==> src/rtl/pattern_addr_seq.sv <==
module pattern_addr_seq #(
  parameter int AW    = 12,
  parameter int LW    = 6,
  parameter int OPW   = 3,
  parameter int DEPTH = 8,
  parameter int PBW   = 3,
  localparam int PCW  = $clog2(DEPTH),
  localparam int IW   = 2 + OPW + 2*AW + 2*LW
) (
  input  logic           clk,
  input  logic           rst_n,
  input  logic           ld_en,
  input  logic [PCW-1:0] ld_idx,
  input  logic [IW-1:0]  ld_word,
  input  logic [PCW-1:0] last_idx,
  input  logic [PBW-1:0] last_prob,
  input  logic [AW-1:0]  region,
  input  logic           start,
  output logic [AW-1:0]  addr_o,
  output logic           vld_o,
  output logic [OPW-1:0] op_o,
  output logic [PBW-1:0] prob_o,
  output logic           done_o
);

  logic [IW-1:0]  prog [DEPTH];
  logic           run;
  logic [PCW-1:0] pc;
  logic [LW-1:0]  inner, outer;
  logic [AW-1:0]  iacc, oacc, poff;
  logic [PBW-1:0] prob;
  logic           done_q;

  logic [IW-1:0]  cur;
  logic [1:0]     kind;
  logic [OPW-1:0] op;
  logic [AW-1:0]  base, stride, istep, ostep;
  logic [LW-1:0]  inner_m1, outer_m1;
  logic           two_d, col, line_end, pat_end;

  assign cur      = prog[pc];
  assign stride   = cur[AW-1:0];
  assign outer_m1 = cur[AW +: LW];
  assign inner_m1 = cur[AW+LW +: LW];
  assign base     = cur[AW+2*LW +: AW];
  assign op       = cur[2*AW+2*LW +: OPW];
  assign kind     = cur[IW-1 -: 2];

  assign two_d    = (kind == 2'd1) || (kind == 2'd2);
  assign col      = (kind == 2'd2);
  assign istep    = col ? stride : AW'(1);
  assign ostep    = col ? AW'(1) : stride;
  assign line_end = (inner == inner_m1);
  assign pat_end  = line_end && (!two_d || outer == outer_m1);

  assign vld_o  = run;
  assign addr_o = run ? base + poff + iacc + oacc : '0;
  assign op_o   = run ? op : '0;
  assign prob_o = prob;
  assign done_o = done_q;

  always_ff @(posedge clk)
    if (ld_en && !run) prog[ld_idx] <= ld_word;

  always_ff @(posedge clk or negedge rst_n) begin
    if (!rst_n) begin
      run    <= 1'b0;
      pc     <= '0;
      inner  <= '0;
      outer  <= '0;
      iacc   <= '0;
      oacc   <= '0;
      prob   <= '0;
      poff   <= '0;
      done_q <= 1'b0;
    end else begin
      done_q <= 1'b0;
      if (!run) begin
        if (start) begin
          run   <= 1'b1;
          pc    <= '0;
          inner <= '0;
          outer <= '0;
          iacc  <= '0;
          oacc  <= '0;
          prob  <= '0;
          poff  <= '0;
        end
      end else if (!line_end) begin
        inner <= inner + LW'(1);
        iacc  <= iacc + istep;
      end else if (!pat_end) begin
        inner <= '0;
        iacc  <= '0;
        outer <= outer + LW'(1);
        oacc  <= oacc + ostep;
      end else begin
        inner <= '0;
        outer <= '0;
        iacc  <= '0;
        oacc  <= '0;
        if (pc != last_idx) begin
          pc <= pc + PCW'(1);
        end else begin
          pc <= '0;
          if (prob != last_prob) begin
            prob <= prob + PBW'(1);
            poff <= poff + region;
          end else begin
            run    <= 1'b0;
            done_q <= 1'b1;
          end
        end
      end
    end
  end

  p_inner_step_r3: assert property (@(posedge clk) disable iff (!rst_n)
    (vld_o && inner != '0) |-> (addr_o == $past(addr_o) + (col ? stride : AW'(1))))
    else $error("inner step broken");

  p_prob_step_r5: assert property (@(posedge clk) disable iff (!rst_n)
    (vld_o && $past(vld_o)) |-> (prob_o == $past(prob_o) || prob_o == $past(prob_o) + PBW'(1)))
    else $error("problem index jumped");

  p_pc_range_r5: assert property (@(posedge clk) disable iff (!rst_n)
    vld_o |-> (pc <= last_idx))
    else $error("pc beyond last instruction");

  p_done_pulse_r6: assert property (@(posedge clk) disable iff (!rst_n)
    done_o |-> ($past(vld_o) && !vld_o))
    else $error("done without preceding address");

  p_done_single_r6: assert property (@(posedge clk) disable iff (!rst_n)
    done_o |=> !done_o)
    else $error("done longer than one cycle");

endmodule

==> config.mk <==
export PLATFORM = sky130hd
export DESIGN_NAME = pattern_addr_seq
export DESIGN_NICKNAME = d
export VERILOG_FILES = /design/src/rtl/pattern_addr_seq.sv
export SDC_FILE = /design/constraint.sdc
export NUM_CORES = 1
export LEC_CHECK = 0
export BUFFER_PORTS_ARGS = -buffer_cell sky130_fd_sc_hd__buf_2
export CORE_ASPECT_RATIO = 1.1
export CORE_MARGIN = 3
export CORE_UTILIZATION = 60
export CTS_CLUSTER_DIAMETER = 40
export DETAILED_ROUTE_END_ITERATION = 12
export GPL_TIMING_DRIVEN = 1
export PLACE_DENSITY = 0.83
export REMOVE_ABC_BUFFERS = 1
export SLEW_MARGIN = 20
export SYNTH_ARGS = -nofsm -noshare
export SYNTH_HDL_FRONTEND = slang
export SYNTH_SLANG_ARGS = --single-unit
export TNS_END_PERCENT = 20
==> constraint.sdc <==
create_clock -name clk -period 13.3 [get_ports clk]
set_clock_uncertainty 0.05 [all_clocks]
set_input_delay 0.665 -clock clk [delete_from_list [all_inputs] [get_ports clk]]
set_output_delay 0.665 -clock clk [all_outputs]
set_load 0.02 [all_outputs]
==> qor.yml <==
run_status:
  status: "finished, final reports clean"
placed_design:
  hpwl_um: 21300
  place.gp.congestion: 0.824
  dp.cells: 1527
  pre_cts_slack_ps: 7640
  io_buffers: 85
worst_setup_path:
  slowest_delay_ps: 760
  cp.required_ps: 12590
  crit_slowest_cell: "dfrtp_4"
  worstSetupPathType: "flop to output pin"
  cp_max_fo: 34
  startpoint_type: "flop"
  cp.depth: 17
  r2r_slack_ps: 7930
  reg2reg_depth: 15
  cp_top_family: "compound AO/OA/AOI/OAI gates"
  cp_cell_sequence: "buf_4, mux4_2, mux2i_1, fa_1, inv_1, ha_1, inv_1, fa_1, nor2b_1, o21ai_0, a21oi_1, o21ai_0, a21oi_1, o211a_1, o21ai_0, a21oi_1, buf_2"
  critical_path_buf_inv_count: 4
  crit_arrival_ps: 5440
  crit_path_end_kind: "output pin"
synth:
  synth-seq-cells: 384
  async_flop_share_pct: 14.6
  synth_area_per_cell_um2: 16.0
  yosys.area.top_type_share_pct: 56.0
  synth.most_common_cell: "edfxtp_1"
  yosysSeqAreaShare_pct: 64.0
  synth_cells: 1096
  synth_area_um2: 17600
  ys.flop_type: "edfxtp_1"
  yosys_warnings: 0
  synth.distinct_cells: 62
  synth_area_leader_cell: "edfxtp_1"
  synth_common_cells: "edfxtp_1 (328), inv_1 (68), mux4_2 (65)"
  synth_edf_count: 328
  synth.area.top_cells: "edfxtp_1 (56%), mux4_2 (8.3%), dfrtp_1 (8.0%), ha_1 (3.6%), mux2i_1 (3.4%)"
floorplanning:
  rows: 65
  core_area_um2: 28800
  fp.dieW_um: 169
  initial_core_util_pct: 61.1
  ios: 86
  die_area_um2: 31400
  die_h_um: 186
global_route:
  overflow: 0
  grt_pass1_vias: 10266
  grt_max_degree: 57
  antenna_found_initial: 2
  grt_pass1_wl_um: 55400
  grt_usage_pct: 22.8
drt:
  vias: 9794
  drtPass1Iterations: 5
  wl_um: 35100
  antenna_left: 0
  via_per_inst: 6.09
  first_iter_violations: 744
  wl_per_cell_um: 21.8
  drc: 0
clock_network:
  path_clk_slew_ps: 60
  clk_latency_ps: 530
  hold_buffers: 0
  htree_levels: 2
  clock-sinks: 384
  post_cts_buffers: 0
  cts_resized: 0
  root_buffer: "clkbuf_16"
  numCtsBuffers: 44
  cts_buffer_depth: 3
  tritoncts: "yes"
sta:
  layout_setup_ws_ps: 7150
  relSlewSlack_pct: 29.7
  worst_slew_pin_slew_ps: 1060
  setup_viol: 0
  fmax_mhz: 162
  hold_viol: 0
  drv_slew: 0
  rsz0062_at_grt: "false"
  period_share_pct: 46.3
  tns_ps: 0
  whs_ps: 232
  min_period_ps: 6150
finish:
  drive_gt1_share_pct: 22.2
  instances_no_fill: 1607
  nNetsFinal: 1346
  syn2layout_area_growth_pct: 12.7
  fin_util_pct: 68.8
power:
  ir_drop_v: 0.000161
  power-per-cell-area_nw_per_um2: 258
  static-leakage-power_nw: 7.14
min_path:
  min_path_type: "primary input to async pin"
job:
  maxCapViolCount: 0
metrics by stage:
step,total power [mW],instance area (um^2)
finish,5.12,19800
global route,5.46,19800
CTS,5.14,19800
detailed placement,3.97,18400
global placement,3.88,18400
floorplan,3.38,17300
final timing paths:
path	start	end
max in group asynchronous	rst_n	pc[0]$_DFFE_PN0P_
worst max-delay path	pc[0]$_DFFE_PN0P_	addr_o[11]
worst min-delay path	rst_n	poff[0]$_DFFE_PN0P_
worst min register to register	iacc[5]$_DFFE_PN0P_	iacc[5]$_DFFE_PN0P_
min in group clk	ld_word[35]	prog[1][35]$_DFFE_PP_
worst max register to register	pc[0]$_DFFE_PN0P_	oacc[10]$_DFFE_PN0P_
state kept, by name, summed over array words and instances (netlist names):
signal	flops
prog	328
iacc	12
oacc	12
poff	12
inner	6
outer	6
pc	3
prob_o	3
done_o	1
vld_o	1
layout by cell type, fill, tap and decap left out, types with 18 or more instances in the layout:
cell type,n
nor3_1,18
nand2_1,27
buf_2,85
fa_1,25
a21oi_1,27
nor2_1,47
edfxtp_1,328
buf_4,18
mux4_2,65
xnor2_1,42
dfrtp_1,53
nand3_1,21
ha_1,50
inv_1,68
clkbuf_16,45
mux2i_1,59
a22o_1,29
o21ai_0,28
area by class of cell:
class | count | area [um^2]
Tap cell | 368 | 460
Fill cell | 1873 | 8980
Multi-Input combinational cell | 604 | 5870
Antenna cell | 1 | 2.50
Inverter | 68 | 255
Clock buffer | 54 | 1190
Clock inverter | 25 | 215
Timing Repair Buffer | 103 | 561
Sequential cell | 384 | 11300
metal layers:
layer	GRT usage (%)	routed length (um)	vias up
met5	0	13	-
met4	7.59	1080	2
met3	3.53	2000	83
met2	38.7	17600	332
met1	30.9	14400	4920
li1	-	-	4457
kinds of logic after synthesis:
| group | count (synthesis) | share of synthesized area (%) |
|---|---|---|
| AO/OA/AOI/OAI | 151 | 5.92 |
| buffers and inverters | 108 | 2.93 |
| multiplexers | 138 | 12.6 |
| flip-flops | 384 | 64.0 |
| AND/OR/NAND/NOR | 185 | 5.42 |
| XOR/XNOR | 55 | 2.74 |
| adder cells (fa/ha/maj) | 75 | 6.41 |
where the power goes:
part / switching [mW] / internal [mW] / total [mW]
Combinational: 1.41 / 1.08 / 2.49
Clock: 0.464 / 0.681 / 1.15
Sequential: 0.109 / 1.37 / 1.48
Total: 1.99 / 3.13 / 5.12
No activity file was read; power rests on OpenSTA's default activity.
